[src/rtl/glue_pkg.sv]
package glue_pkg;

   // Kind of access recognised from the upper address byte
   typedef enum logic [2:0] {
      ACC_IDLE      = 3'd0,
      ACC_SELFTEST  = 3'd1,
      ACC_CHAN      = 3'd2,
      ACC_CONV_CMD  = 3'd3,
      ACC_CONV_DATA = 3'd4
   } acc_kind_t;

endpackage

[src/rtl/glue_addr_dec.sv]
module glue_addr_dec
   import glue_pkg::*;
#(
   parameter int                AHI_W          = 8,
   parameter logic [AHI_W-1:0]  DEC_MASK       = '1,
   parameter logic [AHI_W-1:0]  ADDR_SELFTEST  = 8'h07,
   parameter logic [AHI_W-1:0]  ADDR_CHAN      = 8'h0B,
   parameter logic [AHI_W-1:0]  ADDR_CONV_CMD  = 8'h0C,
   parameter logic [AHI_W-1:0]  ADDR_CONV_DATA = 8'h0E
) (
   input  logic [AHI_W-1:0] addr_hi,
   output acc_kind_t        kind
);

   localparam logic [AHI_W-1:0] M_ST = ADDR_SELFTEST  & DEC_MASK;
   localparam logic [AHI_W-1:0] M_CH = ADDR_CHAN      & DEC_MASK;
   localparam logic [AHI_W-1:0] M_CC = ADDR_CONV_CMD  & DEC_MASK;
   localparam logic [AHI_W-1:0] M_CD = ADDR_CONV_DATA & DEC_MASK;

   // The masked locations must not alias one another
   if (M_ST == M_CH || M_ST == M_CC || M_ST == M_CD ||
       M_CH == M_CC || M_CH == M_CD || M_CC == M_CD) begin : g_alias_err
      $error("glue_addr_dec: decoded locations alias under DEC_MASK");
   end

   logic [AHI_W-1:0] masked;
   assign masked = addr_hi & DEC_MASK;

   always_comb begin
      if (masked == M_ST)      kind = ACC_SELFTEST;
      else if (masked == M_CH) kind = ACC_CHAN;
      else if (masked == M_CC) kind = ACC_CONV_CMD;
      else if (masked == M_CD) kind = ACC_CONV_DATA;
      else                     kind = ACC_IDLE;
   end

endmodule

[src/rtl/glue_wr_capture.sv]
module glue_wr_capture #(
   parameter int                AHI_W       = 8,
   parameter int                DATA_W      = 8,
   parameter int                SYNC_STAGES = 2,
   parameter logic [AHI_W-1:0]  DEC_MASK    = '1,
   parameter logic [AHI_W-1:0]  ADDR_CHAN   = 8'h0B
) (
   input  logic              clk,
   input  logic              rst_n,
   input  logic              wr_n,
   input  logic [AHI_W-1:0]  addr_hi,
   input  logic [DATA_W-1:0] din,
   output logic [DATA_W-1:0] chan_q,
   output logic              chan_valid
);

   // Bundle of strobe, address and data carried through the sampler
   localparam int BW = 1 + AHI_W + DATA_W;
   localparam int WR_BIT = BW - 1;
   localparam int A_MSB  = BW - 2;
   localparam logic [BW-1:0] IDLE_BUNDLE = {1'b1, {(BW-1){1'b0}}};

   if (SYNC_STAGES < 1 || SYNC_STAGES > 4) begin : g_sync_err
      $error("glue_wr_capture: SYNC_STAGES must lie in 1..4");
   end

   // stg[0..SYNC_STAGES-1] are the sampler stages; stg[SYNC_STAGES] is the
   // one-cycle-older copy used to find the trailing edge
   logic [SYNC_STAGES:0][BW-1:0] stg;

   always_ff @(posedge clk or negedge rst_n) begin
      if (!rst_n) begin
         for (int i = 0; i <= SYNC_STAGES; i++) stg[i] <= IDLE_BUNDLE;
      end else begin
         stg[0] <= {wr_n, addr_hi, din};
         for (int i = 1; i <= SYNC_STAGES; i++) stg[i] <= stg[i-1];
      end
   end

   logic [BW-1:0]     newest;
   logic [BW-1:0]     older;
   logic              trail_edge;
   logic [AHI_W-1:0]  older_addr;
   logic [DATA_W-1:0] older_data;

   assign newest     = stg[SYNC_STAGES-1];
   assign older      = stg[SYNC_STAGES];
   assign trail_edge = !older[WR_BIT] && newest[WR_BIT];
   assign older_addr = older[A_MSB -: AHI_W];
   assign older_data = older[DATA_W-1:0];

   always_ff @(posedge clk or negedge rst_n) begin
      if (!rst_n) begin
         chan_q     <= '0;
         chan_valid <= 1'b0;
      end else if (trail_edge && ((older_addr & DEC_MASK) == (ADDR_CHAN & DEC_MASK))) begin
         chan_q     <= older_data;
         chan_valid <= 1'b1;
      end
   end

endmodule

[src/rtl/glue_sel_decode.sv]
module glue_sel_decode #(
   parameter int DATA_W   = 8,
   parameter int FSEL_LSB = 0,
   parameter int FSEL_W   = 3,
   parameter int BSEL_LSB = 5,
   parameter int BSEL_W   = 3,
   parameter int NUM_MUX  = 5
) (
   input  logic [DATA_W-1:0]  chan_q,
   input  logic               chan_valid,
   output logic [FSEL_W-1:0]  front_sel,
   output logic [BSEL_W-1:0]  back_sel,
   output logic [NUM_MUX-1:0] mux_en
);

   if (FSEL_LSB + FSEL_W > DATA_W || BSEL_LSB + BSEL_W > DATA_W) begin : g_field_err
      $error("glue_sel_decode: select field exceeds the data width");
   end
   if (NUM_MUX < 1 || NUM_MUX > (1 << BSEL_W)) begin : g_mux_err
      $error("glue_sel_decode: NUM_MUX does not fit the back-stage field");
   end

   assign front_sel = chan_q[FSEL_LSB +: FSEL_W];
   assign back_sel  = chan_q[BSEL_LSB +: BSEL_W];

   // One comparator per multiplexer; codes at or above NUM_MUX match none
   for (genvar g = 0; g < NUM_MUX; g++) begin : g_en
      assign mux_en[g] = chan_valid && (back_sel == BSEL_W'(g));
   end

endmodule

[src/rtl/mcu_bus_glue.sv]
module mcu_bus_glue
   import glue_pkg::*;
#(
   parameter int                AHI_W          = 8,
   parameter int                DATA_W         = 8,
   parameter int                SYNC_STAGES    = 2,
   parameter int                NUM_MUX        = 5,
   parameter int                FSEL_LSB       = 0,
   parameter int                FSEL_W         = 3,
   parameter int                BSEL_LSB       = 5,
   parameter int                BSEL_W         = 3,
   parameter logic [AHI_W-1:0]  DEC_MASK       = '1,
   parameter logic [AHI_W-1:0]  ADDR_SELFTEST  = 8'h07,
   parameter logic [AHI_W-1:0]  ADDR_CHAN      = 8'h0B,
   parameter logic [AHI_W-1:0]  ADDR_CONV_CMD  = 8'h0C,
   parameter logic [AHI_W-1:0]  ADDR_CONV_DATA = 8'h0E,
   parameter logic [DATA_W-1:0] SELFTEST_CODE  = 8'hAA
) (
   input  logic               clk,
   input  logic               rst_n,
   input  logic [AHI_W-1:0]   addr_hi,
   input  logic               rd_n,
   input  logic               wr_n,
   input  logic [DATA_W-1:0]  din,
   output logic [DATA_W-1:0]  dout,
   output logic               dout_oe,
   output logic               adc_ce_n,
   output logic               adc_cs_n,
   output logic               adc_rw,
   output logic [FSEL_W-1:0]  front_sel,
   output logic [BSEL_W-1:0]  back_sel,
   output logic [NUM_MUX-1:0] mux_en
);

   acc_kind_t         kind;
   logic [DATA_W-1:0] chan_q;
   logic              chan_valid;
   logic              rd_act;
   logic              wr_act;
   logic              conv_hit;

   glue_addr_dec #(
      .AHI_W          (AHI_W),
      .DEC_MASK       (DEC_MASK),
      .ADDR_SELFTEST  (ADDR_SELFTEST),
      .ADDR_CHAN      (ADDR_CHAN),
      .ADDR_CONV_CMD  (ADDR_CONV_CMD),
      .ADDR_CONV_DATA (ADDR_CONV_DATA)
   ) u_dec (
      .addr_hi (addr_hi),
      .kind    (kind)
   );

   glue_wr_capture #(
      .AHI_W       (AHI_W),
      .DATA_W      (DATA_W),
      .SYNC_STAGES (SYNC_STAGES),
      .DEC_MASK    (DEC_MASK),
      .ADDR_CHAN   (ADDR_CHAN)
   ) u_cap (
      .clk        (clk),
      .rst_n      (rst_n),
      .wr_n       (wr_n),
      .addr_hi    (addr_hi),
      .din        (din),
      .chan_q     (chan_q),
      .chan_valid (chan_valid)
   );

   glue_sel_decode #(
      .DATA_W   (DATA_W),
      .FSEL_LSB (FSEL_LSB),
      .FSEL_W   (FSEL_W),
      .BSEL_LSB (BSEL_LSB),
      .BSEL_W   (BSEL_W),
      .NUM_MUX  (NUM_MUX)
   ) u_sel (
      .chan_q     (chan_q),
      .chan_valid (chan_valid),
      .front_sel  (front_sel),
      .back_sel   (back_sel),
      .mux_en     (mux_en)
   );

   assign rd_act   = !rd_n;
   assign wr_act   = !wr_n;
   assign conv_hit = (kind == ACC_CONV_CMD) || (kind == ACC_CONV_DATA);

   // Bus is driven only for the identity location
   assign dout_oe  = rd_act && (kind == ACC_SELFTEST);
   assign dout     = dout_oe ? SELFTEST_CODE : '0;

   // Converter controls
   assign adc_cs_n = !conv_hit;
   assign adc_ce_n = !(conv_hit && (rd_act || wr_act));
   assign adc_rw   = (kind != ACC_CONV_CMD);

endmodule

[config.mk]
export PLATFORM = sky130hd
export DESIGN_NAME = mcu_bus_glue
export DESIGN_NICKNAME = d
export VERILOG_FILES = /design/src/rtl/glue_pkg.sv /design/src/rtl/glue_addr_dec.sv /design/src/rtl/glue_wr_capture.sv /design/src/rtl/glue_sel_decode.sv /design/src/rtl/mcu_bus_glue.sv
export SDC_FILE = /design/constraint.sdc
export NUM_CORES = 1
export LEC_CHECK = 0
export ABC_AREA = 1
export BUFFER_PORTS_ARGS = -buffer_cell sky130_fd_sc_hd__clkbuf_2
export CORE_ASPECT_RATIO = 1.4
export CORE_UTILIZATION = 45
export DETAILED_ROUTE_END_ITERATION = 10
export PLACE_DENSITY = 0.81
export SYNTH_ARGS = -nofsm -noshare
export SYNTH_HDL_FRONTEND = slang
export SYNTH_SLANG_ARGS = --single-unit
[constraint.sdc]
create_clock -name clk -period 1.3 [get_ports clk]
set_input_delay 0.26 -clock clk [delete_from_list [all_inputs] [get_ports clk]]
set_output_delay 0.26 -clock clk [all_outputs]
set_load 0.01 [all_outputs]
==> load_flow_metrics.sql, run 1 <==
INSERT INTO impl_metrics (metric_group, metric, value, unit) VALUES
('clock_network', 'cts_tree', 'yes', ''),
('sta', 'finalWorstPathRequiredPeriod', '1.38', 'ns'),
('global_route', 'grt_pass1_wl', '3.93', 'mm'),
('status', 'outcome', 'finished, violations left', ''),
('synthesis', 'synth_compound_area_frac', '0', ''),
('status', 'failed_checks', 'negative setup slack', ''),
('sta', 'skew', '0.00539', 'ns'),
('floorplan', 'die_area', '4010', 'sq um'),
('synthesis', 'netlist_instances', '120', ''),
('floorplan', 'floorplan.core_area', '3610', 'sq um'),
('clock_network', 'clkSlewWorstSetupHoldPaths', '0.09', 'ns'),
('synthesis', 'synth.yosys.warnings', '0', ''),
('power', 'power.total', '0.00278', 'W'),
('global_route', 'residual_overflow_from_global_routing', '0', ''),
('sta', 'final_number_of_setup_violating_endpoints', '6', ''),
('drt', 'detail_route.vias_per_cell', '4.48', ''),
('sta', 'timing.final.hold_violations', '0', ''),
('placed_design', 'gp_congestion', '0.696', ''),
('worst_setup_path', 'end_kind', 'output port', ''),
('sta', 'timing.final.ws_setup', '-0.0834', 'ns'),
('worst_setup_path', 'critical_path_arrival', '1.12', 'ns'),
('global_route', 'grt_antenna_before_repair', '0', ''),
('clock_network', 'numClockSinks', '52', ''),
('synthesis', 'post_synth_and_or_nand_nor_area_fraction', '0.163', ''),
('floorplan', 'die-width', '53.8', 'um'),
('clock_network', 'tritoncts.num_buffers', '5', ''),
('sta', 'totalNegativeSetupSlack', '-0.376', 'ns'),
('layout', 'layout.nets', '187', ''),
('power', 'sequential_fraction_of_design_power', '0.619', ''),
('worst_setup_path', 'max_stage_delay', '0.43', 'ns'),
('drt', 'final_antenna_violating_net_count', '0', ''),
('synthesis', 'share_of_synthesized_cell_area_in_full_adder_half_adder_and_majority_cells', '0', ''),
('power', 'cellLeakagePower', '1.10', 'nW'),
('worst_setup_path', 'path_buf_inv', '2', ''),
('drt', 'post-route-drc-count', '0', ''),
('drt', 'drt-total-wl', '2.32', 'mm'),
('global_route', 'total_routing_usage_reported_by_global_routing', '0.146', ''),
('synthesis', 'ys_types', '17', ''),
('drt', 'drt_iter0_markers', '21', ''),
('clock_network', 'cts_htree_levels', '2', ''),
('worst_setup_path', 'worstPathCellList', 'buf_6 -> nor3_2 -> buf_2', ''),
('worst_setup_path', 'startpoint_type', 'flip-flop', ''),
('power', 'peakVddDrop', '0.903', 'mV'),
('synthesis', 'synth-xor-area-share', '0', ''),
('flow_run', 'timing.max_cap.violations', '0', ''),
('layout', 'layout-area-overhead-vs-synth', '25.5', '%'),
('power', 'power.share.combinational', '0.059', ''),
('power', 'switching_share', '0.227', ''),
('worst_setup_path', 'critical_path_peak_fanout', '2', ''),
('floorplan', 'floorplan.rows', '26', ''),
('global_route', 'grt_max_degree', '25', ''),
('layout', 'stdcell_area', '2120', 'sq um'),
('placed_design', 'place_hpwl', '1.67', 'mm'),
('placed_design', 'post-place-ws', '-0.0669', 'ns'),
('worst_setup_path', 'critPathRequiredTime', '1.04', 'ns'),
('floorplan', 'initial_utilization', '0.468', ''),
('worst_setup_path', 'critical-path-slowest-cell', 'sky130_fd_sc_hd__dfrtp_1', ''),
('synthesis', 'main_combinational_cell_family_by_area_after_synthesis', 'simple AND/OR/NAND/NOR gates', ''),
('floorplan', 'ios', '43', ''),
('synthesis', 'synthesis.area', '1690', 'sq um'),
('layout', 'n_fill_cell', '271', ''),
('power', 'pwr-share-clk', '0.323', ''),
('worst_setup_path', 'critPathTopFamily', 'flip-flops', ''),
('synthesis', 'number_of_synthesized_register_bits', '52', ''),
('clock_network', 'clockBufferDepth', '2', ''),
('synthesis', 'synthesis.area_per_instance', '14.1', 'sq um'),
('sta', 'final.period_utilization', '1.06', ''),
('clock_network', 'worst_skew_pair.late_latency', '0.30', 'ns'),
('sta', 'timing.fmax', '723', 'MHz'),
('min_path', 'worstHoldPathType', 'in -> reg', ''),
('drt', 'drtPass1Iterations', '2', '');
path summary, 6_finish.rpt:
check	cells after the start	start	slack [ns]	to
setup / recovery	3	u_cap.chan_q[6]$_DFFE_PN0P_	-0.08	mux_en[1]
hold / removal	1	wr_n	0.05	u_cap.stg[16]$_DFF_PN1_
setup reg to reg	5	u_cap.newest[16]$_DFF_PN1_	0.16	u_cap.chan_q[6]$_DFFE_PN0P_
hold reg to reg	0	u_cap.newest[2]$_DFF_PN0_	0.35	u_cap.older[2]$_DFF_PN0_
max in group asynchronous	3	rst_n	0.34	u_cap.newest[16]$_DFF_PN1_
min in group asynchronous	2	rst_n	0.42	u_cap.chan_valid$_DFFE_PN0P_
power groups by stage:
| stage | clock, W | combinational (W) | sequential, W |
|---|---|---|---|
| 2_1_floorplan | 0 | 0.0000635 | 0.00175 |
| 3_3_place_gp | 0 | 0.000136 | 0.00175 |
| 3_5_place_dp | 0 | 0.000145 | 0.00176 |
| 4_1_cts | 0.000931 | 0.000160 | 0.00172 |
| 5_1_grt | 0.00101 | 0.000187 | 0.00173 |
| 6_report | 0.000899 | 0.000163 | 0.00172 |
registers in the layout, indices dropped and copies added, names as in the netlist:
| name | flops |
|---|---|
| u_cap.chan_q | 6 |
| u_cap.chan_valid | 1 |
| u_cap.newest | 15 |
| u_cap.older | 15 |
| u_cap.stg | 15 |
cells by family after synthesis:
logic type	count (synthesis)
buf+inv	20
flops	52
other cells	1
simple gates	47
cell usage in the layout (no fill, tap or decap), types with 4 or more instances in the layout:
cell / synthesis / final
sky130_fd_sc_hd__dfrtp_1: 49 / 49
sky130_fd_sc_hd__conb_1: 1 / 4
sky130_fd_sc_hd__nand4_1: 6 / 6
sky130_fd_sc_hd__nand2_1: 22 / 18
sky130_fd_sc_hd__nand2_2: 2 / 5
sky130_fd_sc_hd__buf_4: 8 / 5
sky130_fd_sc_hd__buf_2: 0 / 10
sky130_fd_sc_hd__nor2_1: 4 / 4
sky130_fd_sc_hd__inv_1: 10 / 6
sky130_fd_sc_hd__clkbuf_2: 0 / 24
sky130_fd_sc_hd__inv_2: 2 / 6
sky130_fd_sc_hd__clkbuf_8: 0 / 5
per-layer routing:
| layer | wire length [um] | vias to the layer above | share of wire | track usage |
|---|---|---|---|---|
| li1 | - | 456 | - | - |
| met1 | 774 | 440 | 0.33 | 0.130 |
| met2 | 1340 | 38 | 0.58 | 0.273 |
| met3 | 151 | 6 | 0.065 | 0.0491 |
| met4 | 53 | 0 | 0.023 | 0.0789 |
| met5 | 0 | - | 0 | 0 |
synthesized netlist by cell type (all sizes together):
master	count	area, sq um
dfstp	3	78.8
nor4	1	6.26
inv	12	45.1
nor3	5	25.0
nand3	2	22.5
nor2	7	66.3
nand4	6	37.5
buf	8	60.1
conb	1	3.75
dfrtp	49	1230
nand2	26	118
cell type report:
type | instances | area (sq um) | share of cell area
timing repair buffer | 45 | 287 | 0.135
tap | 42 | 52.6 | 0.0248
inverter | 12 | 45.0 | 0.0213
clock buffer | 5 | 68.8 | 0.0325
multi-input combinational | 51 | 335 | 0.158
clock inverter | 3 | 26.3 | 0.0124
sequential | 52 | 1310 | 0.616
timing repair:
item                                    CTS  global route
gates resized for setup                  12            20
buffers inserted                          4             0
hold buffers                              1             0
pin swaps                                 2             3
endpoints found under the hold margin    14             0
endpoints found under the setup margin   10            11
stage by stage:
stage | util | hold WS [ns] | instances
3_3_place_gp | 0.532 | 0.210 | 197
6_report | 0.587 | 0.0459 | 210
2_1_floorplan | - | -0.0356 | 123
5_1_grt | 0.587 | 0.0247 | 210
3_5_place_dp | 0.532 | 0.223 | 197
4_1_cts | 0.581 | 0.0369 | 210
Power figures use the tool's default switching activity.
==> run 2: changes to the inputs <==
==> constraint.sdc (replaced) <==
create_clock -name clk -period 1.3 [get_ports clk]
set_input_delay 0.065 -clock clk [delete_from_list [all_inputs] [get_ports clk]]
set_output_delay 0.065 -clock clk [all_outputs]
set_load 0.01 [all_outputs]
==> run 2 against run 1 <==
Effect of this change:
- the flow now finishes without violations
- non-clock buffer count is 12 higher
- register-to-register slack hardly changed
- via count is 8.2% higher
- die area stayed put
- critical endpoint is now mux_en[2]
- critical path depth is 1 higher
- clock skew is 0.0011 ns lower
- clock power is 28% higher
- hold slack better by 0.26 ns
- sequential power hardly changed
- highest routed layer unchanged
- largest power group unchanged
==> load_flow_metrics.sql, run 2 (same netlist as run 1, synthesis figures left out) <==
INSERT INTO impl_metrics (metric_group, metric, value, unit) VALUES
('worst_setup_path', 'rr_startpoint', 'u_cap.newest[16]$_DFF_PN1_', ''),
('clock_network', 'clockBufferDepth', '2', ''),
('drt', 'drt-total-wl', '2.55', 'mm'),
('drt', 'drtPass1Iterations', '4', ''),
('floorplan', 'die-width', '53.8', 'um'),
('global_route', 'global_route.peak_usage_layer', 'met2', ''),
('worst_setup_path', 'end_kind', 'output port', ''),
('sta', 'skew', '0.00426', 'ns'),
('layout', 'n_fill_cell', '270', ''),
('layout', 'layout.nets', '199', ''),
('clock_network', 'numClockSinks', '52', ''),
('sta', 'timing.fmax', '809', 'MHz'),
('floorplan', 'initial_utilization', '0.468', ''),
('global_route', 'grt_pass1_wl', '4.04', 'mm'),
('power', 'cellLeakagePower', '1.15', 'nW'),
('power', 'sequential_fraction_of_design_power', '0.565', ''),
('layout', 'highest_count_cells_in_the_layout_ignoring_fill_and_taps', 'sky130_fd_sc_hd__dfrtp_1, sky130_fd_sc_hd__clkbuf_2, sky130_fd_sc_hd__nand2_1, sky130_fd_sc_hd__dlygate4sd3_1, sky130_fd_sc_hd__inv_1', ''),
('clock_network', 'worst_skew_pair.late_latency', '0.29', 'ns'),
('sta', 'timing.final.ws_setup', '0.0632', 'ns'),
('clock_network', 'tritoncts.num_buffers', '5', ''),
('sta', 'drv_slew', '0', ''),
('global_route', 'global_route_met1_utilization', '0.143', ''),
('floorplan', 'die_area', '4010', 'sq um'),
('global_route', 'gr-usage-met3', '0.0327', ''),
('global_route', 'total_routing_usage_reported_by_global_routing', '0.149', ''),
('layout', 'drive_gt1_frac', '0.372', ''),
('worst_setup_path', 'critPathRequiredTime', '1.24', 'ns'),
('global_route', 'residual_overflow_from_global_routing', '0', ''),
('drt', 'vias', '1017', ''),
('worst_setup_path', 'setup.reg_to_reg.worst_slack', '0.16', 'ns'),
('worst_setup_path', 'startpoint_type', 'flip-flop', ''),
('clock_network', 'clkSlewWorstSetupHoldPaths', '0.08', 'ns'),
('floorplan', 'floorplan.core_area', '3610', 'sq um'),
('floorplan', 'floorplan.rows', '26', ''),
('global_route', 'grt_max_degree', '53', ''),
('layout', 'insertedDiodeCount', '0', ''),
('worst_setup_path', 'worstSetupPathType', 'reg -> out', ''),
('worst_setup_path', 'startpoint', 'u_cap.chan_q[7]$_DFFE_PN0P_', ''),
('sta', 'timing.final.hold_violations', '0', ''),
('min_path', 'worstHoldPathType', 'in -> async', ''),
('floorplan', 'ios', '43', ''),
('power', 'switching_share', '0.195', ''),
('drt', 'post-route-drc-count', '0', ''),
('power', 'power_density', '1370', 'nW/um^2'),
('clock_network', 'cts-root-buf', 'sky130_fd_sc_hd__clkbuf_8', ''),
('status', 'outcome', 'completed', ''),
('layout', 'multi_input_gate_area', '303', 'sq um'),
('drt', 'drt_iter0_markers', '12', ''),
('flow_run', 'timing.max_cap.violations', '0', ''),
('sta', 'final.period_utilization', '0.951', ''),
('worst_setup_path', 'critical_path_peak_fanout', '4', ''),
('global_route', 'grt_pass1_vias', '1017', ''),
('placed_design', 'place_hpwl', '1.68', 'mm'),
('sta', 'finalWorstPathRequiredPeriod', '1.24', 'ns'),
('global_route', 'global_route.usage.met2', '0.276', ''),
('power', 'peakVddDrop', '1.14', 'mV'),
('layout', 'layout.area.seq', '1310', 'sq um'),
('layout', 'layout.core_utilization', '0.615', ''),
('placed_design', 'gp_congestion', '0.766', ''),
('global_route', 'grt_antenna_before_repair', '0', ''),
('drt', 'detail_route.vias_per_cell', '4.58', ''),
('clock_network', 'cts_htree_levels', '2', ''),
('drt', 'wl_per_instance', '11.5', 'um'),
('power', 'pwr-share-clk', '0.376', ''),
('power', 'power.share.combinational', '0.058', ''),
('worst_setup_path', 'critical_path_arrival', '1.17', 'ns'),
('floorplan', 'die_y', '74.5', 'um'),
('placed_design', 'post-place-ws', '0.166', 'ns'),
('layout', 'layout-area-overhead-vs-synth', '31.6', '%'),
('placed_design', 'placement.io_buffers', '36', ''),
('power', 'netSwitchingPower', '0.000595', 'W'),
('clock_network', 'cts_tree', 'yes', ''),
('sta', 'final_number_of_setup_violating_endpoints', '0', ''),
('drt', 'final_antenna_violating_net_count', '0', ''),
('layout', 'layout.cells.most_common', 'sky130_fd_sc_hd__dfrtp_1', ''),
('power', 'power_internal', '0.00245', 'W');
==> run 2: changes by cell type in the layout (fill, tap and decap cells not counted), sizes merged <==
cell,before,now
inv,13,12
clkinv,2,0
buf,20,8
dlygate4sd3,1,16
bufinv,0,1
clkbuf,29,40
==> run 2: final timing paths <==
check	endpoint	cells past startpoint
hold / removal	u_cap.stg[10]$_DFF_PN0_	3
setup / recovery	mux_en[2]	4
hold reg to reg	u_cap.older[1]$_DFF_PN0_	0
setup reg to reg	u_cap.chan_q[7]$_DFFE_PN0P_	5
max in group asynchronous	u_cap.older[16]$_DFF_PN1_	3
min in group clk	u_cap.older[1]$_DFF_PN0_	0
==> run 2: layout make-up <==
cell class | count | area share
Clock buffer | 7 | 0.0434
Clock inverter | 1 | 0.0135
Inverter | 12 | 0.0203
Multi-Input combinational cell | 51 | 0.136
Sequential cell | 52 | 0.587
Tap cell | 42 | 0.0236
Timing Repair Buffer | 57 | 0.176
==> run 2: power groups by stage <==
stage	logic (W)	clock network, W	registers, W
2_1_floorplan	0.0000628	0	0.00175
3_3_place_gp	0.000128	0	0.00175
4_1_cts	0.000173	0.00117	0.00172
5_1_grt	0.000200	0.00126	0.00173
3_5_place_dp	0.000137	0	0.00176
6_report	0.000178	0.00115	0.00172
==> run 2: per-layer routing <==
metal	vias to the layer above	wire length, um
met1	491	868
met3	8	118
met5	-	0
met4	0	84
met2	40	1470
li1	478	-
==> run 2: per-stage QoR <==
| stage | power, W | cells | hold slack, ns | area [sq um] | setup TNS [ns] |
|---|---|---|---|---|---|
| after CTS | 0.00307 | 219 | 0.286 | 2190 | 0 |
| after detailed placement | 0.00189 | 195 | 0.0735 | 1900 | 0 |
| after global routing | 0.00320 | 222 | 0.314 | 2220 | -0.00921 |
| final | 0.00305 | 222 | 0.308 | 2220 | 0 |
| after global placement | 0.00188 | 195 | 0.0618 | 1900 | 0 |
| after floorplan | 0.00181 | 123 | -0.231 | 1700 | 0 |
==> run 2: worst max-delay path: stages, from the launching register on <==
cell                      delay (ns)
sky130_fd_sc_hd__dfrtp_1        0.40
sky130_fd_sc_hd__inv_1          0.10
sky130_fd_sc_hd__nand2_2        0.08
sky130_fd_sc_hd__nor3_1         0.14
sky130_fd_sc_hd__buf_2          0.16
==> run 2: timing repair <==
action                                  CTS  global route
endpoints found under the hold margin    67             0
setup buffers                             0             3
endpoints found under the setup margin    0             4
resized for setup                         0             8
hold buffers                             16             0
==> run 3: changes to the inputs <==
--- a/config.mk
+++ b/config.mk
@@ -10,7 +10,8 @@
 export CORE_ASPECT_RATIO = 1.4
 export CORE_UTILIZATION = 45
 export DETAILED_ROUTE_END_ITERATION = 10
-export PLACE_DENSITY = 0.81
+export PLACE_DENSITY = 0.8
 export SYNTH_ARGS = -nofsm -noshare
 export SYNTH_HDL_FRONTEND = slang
+export SYNTH_HIERARCHICAL = 1
 export SYNTH_SLANG_ARGS = --single-unit
==> constraint.sdc (replaced) <==
create_clock -name clk -period 1.3 [get_ports clk]
set_input_delay 0.065 -clock clk [delete_from_list [all_inputs] [get_ports clk]]
set_output_delay 0.065 -clock clk [all_outputs]
set_load 0.02 [all_outputs]
==> run 3 against run 2 <==
Effect of this change:
- core utilization is 0.47 points lower
- critical path type unchanged
- sequential cell count stayed put
- clock power is 10% higher
- critical path depth stayed put
- largest cell class unchanged
==> load_flow_metrics.sql, run 3 <==
INSERT INTO impl_metrics (metric_group, metric, value, unit) VALUES
('status', 'outcome', 'completed', ''),
('power', 'power_density', '1390', 'nW/um^2'),
('sta', 'hold_slack', '0.282', 'ns'),
('sta', 'skew', '0.00846', 'ns'),
('layout', 'n_fill_cell', '291', ''),
('sta', 'totalNegativeSetupSlack', '0', 'ns'),
('power', 'power.total', '0.00317', 'W'),
('drt', 'drt-total-wl', '2.50', 'mm'),
('power', 'cellLeakagePower', '1.17', 'nW'),
('synthesis', 'synth.yosys.warnings', '6', ''),
('clock_network', 'clockBufferDepth', '2', ''),
('drt', 'drtPass1Iterations', '4', ''),
('floorplan', 'ios', '43', ''),
('sta', 'timing.fmax', '827', 'MHz'),
('clock_network', 'cts_tree', 'yes', ''),
('sta', 'final.period_utilization', '0.931', ''),
('layout', 'drive_gt1_frac', '0.299', ''),
('worst_setup_path', 'worstSetupPathType', 'reg -> out', ''),
('sta', 'drv_slew', '0', ''),
('worst_setup_path', 'critPathRequiredTime', '1.24', 'ns'),
('sta', 'final_number_of_setup_violating_endpoints', '0', ''),
('floorplan', 'die_area', '4280', 'sq um'),
('layout', 'multi_input_gate_area', '358', 'sq um'),
('floorplan', 'floorplan.rows', '26', ''),
('placed_design', 'place_hpwl', '1.64', 'mm'),
('global_route', 'grt_antenna_before_repair', '0', ''),
('worst_setup_path', 'worstRegToRegCells', '5', ''),
('clock_network', 'tritoncts.num_buffers', '5', ''),
('global_route', 'grt_pass1_wl', '4.26', 'mm'),
('clock_network', 'numClockSinks', '52', ''),
('layout', 'final-instance-count-excl-fill', '246', ''),
('clock_network', 'clkSlewWorstSetupHoldPaths', '0.09', 'ns'),
('synthesis', 'synthesis.area_per_instance', '11.8', 'sq um'),
('layout', 'insertedDiodeCount', '0', ''),
('worst_setup_path', 'end_kind', 'output port', ''),
('placed_design', 'dp_cells', '221', ''),
('floorplan', 'die_y', '77.0', 'um'),
('global_route', 'residual_overflow_from_global_routing', '0', ''),
('synthesis', 'netlist_instances', '153', ''),
('global_route', 'grt_max_degree', '53', ''),
('placed_design', 'placement.io_buffers', '36', ''),
('floorplan', 'die-width', '55.6', 'um'),
('layout', 'highest_count_cells_in_the_layout_ignoring_fill_and_taps', 'sky130_fd_sc_hd__dfrtp_1, sky130_fd_sc_hd__nand2_1, sky130_fd_sc_hd__clkbuf_2, sky130_fd_sc_hd__inv_1, sky130_fd_sc_hd__dlygate4sd3_1', ''),
('drt', 'wl_per_instance', '10.2', 'um'),
('layout', 'stdcell_area', '2280', 'sq um'),
('worst_setup_path', 'critical_path_arrival', '1.14', 'ns'),
('sta', 'finalWorstPathRequiredPeriod', '1.21', 'ns'),
('layout', 'layout.cells.most_common', 'sky130_fd_sc_hd__dfrtp_1', ''),
('worst_setup_path', 'critical_path_peak_fanout', '4', ''),
('placed_design', 'dpl_cell_area', '1970', 'sq um'),
('floorplan', 'floorplan.core_area', '3740', 'sq um'),
('synthesis', 'synthesis.area', '1810', 'sq um'),
('global_route', 'grt_pass1_vias', '1057', ''),
('worst_setup_path', 'setup.reg_to_reg.worst_slack', '0.18', 'ns'),
('global_route', 'total_routing_usage_reported_by_global_routing', '0.134', ''),
('layout', 'layout-area-overhead-vs-synth', '26.3', '%'),
('clock_network', 'cts-root-buf', 'sky130_fd_sc_hd__clkbuf_8', ''),
('worst_setup_path', 'timing.rr.end', 'u_cap/chan_q[2]$_DFFE_PN0P_', ''),
('clock_network', 'worst_skew_pair.late_latency', '0.30', 'ns'),
('worst_setup_path', 'startpoint_type', 'flip-flop', ''),
('drt', 'detail_route.vias_per_cell', '4.48', ''),
('drt', 'drt_iter0_markers', '32', ''),
('layout', 'layout.area.seq', '1310', 'sq um'),
('floorplan', 'initial_utilization', '0.484', ''),
('flow_run', 'timing.max_cap.violations', '0', ''),
('placed_design', 'gp_congestion', '0.686', ''),
('min_path', 'worstHoldPathType', 'in -> async', ''),
('sta', 'timing.final.hold_violations', '0', ''),
('clock_network', 'cts_htree_levels', '2', ''),
('layout', 'layout.nets', '223', ''),
('drt', 'final_antenna_violating_net_count', '0', ''),
('drt', 'post-route-drc-count', '0', ''),
('power', 'peakVddDrop', '1.17', 'mV'),
('worst_setup_path', 'rr_startpoint', 'u_cap/newest[16]$_DFF_PN1_', ''),
('drt', 'vias', '1103', '');
==> run 3: cell type report <==
cell class                 instances  area share
clock buffer                       5      0.0301
timing repair buffer              54       0.161
multi-input combinational         73       0.157
sequential                        52       0.571
inverter                          17      0.0279
tap                               42      0.0230
clock inverter                     3      0.0301
==> run 3: metal layers <==
layer | track usage | vias up | wire length [um]
li1 | - | 542 | -
met1 | 0.111 | 519 | 836
met2 | 0.263 | 37 | 1450
met3 | 0.0455 | 5 | 146
met4 | 0.0750 | 0 | 68
met5 | 0 | - | 0
==> run 3: worst max path at each step <==
stage,slack (ns),startpoint,endpoint,cells past startpoint
5_1_grt,-0.008,addr_hi[5],dout[1],9
3_3_place_gp,0.11,addr_hi[4],dout_oe,9
3_5_place_dp,0.05,addr_hi[4],dout[1],9
4_1_cts,0.05,addr_hi[4],dout[1],9
6_report,0.09,u_cap/chan_q[6]$_DFFE_PN0P_,mux_en[1],4
2_1_floorplan,0.07,addr_hi[4],dout[1],8
==> run 3: critical path: stages, from the launching register on <==
cell	delay (ns)
sky130_fd_sc_hd__dfrtp_1	0.42
sky130_fd_sc_hd__inv_1	0.09
sky130_fd_sc_hd__nand2_1	0.06
sky130_fd_sc_hd__nor2_1	0.11
sky130_fd_sc_hd__clkbuf_2	0.18
==> run 3: stage by stage <==
stage,util,setup slack [ns]
4_1_cts,0.607,0.0515
6_report,0.611,0.0902
3_3_place_gp,0.527,0.106
3_5_place_dp,0.527,0.0535
2_1_floorplan,-,0.0719
5_1_grt,0.611,-0.00786
==> run 3: power breakdown <==
part	leakage, nW	internal (W)	switching [W]
combinational	0.482	0.0000784	0.000104
clock	0.0687	0.000774	0.000493
sequential	0.618	0.00170	0.0000258
total	1.17	0.00255	0.000622
==> run 3: what timing repair did <==
action                                  in CTS  in global routing
endpoints found under the setup margin       0                  7
buffers inserted                             0                  1
resized for setup                            0                  5
hold buffers                                16                  0
hold endpoints to repair                    67                  0
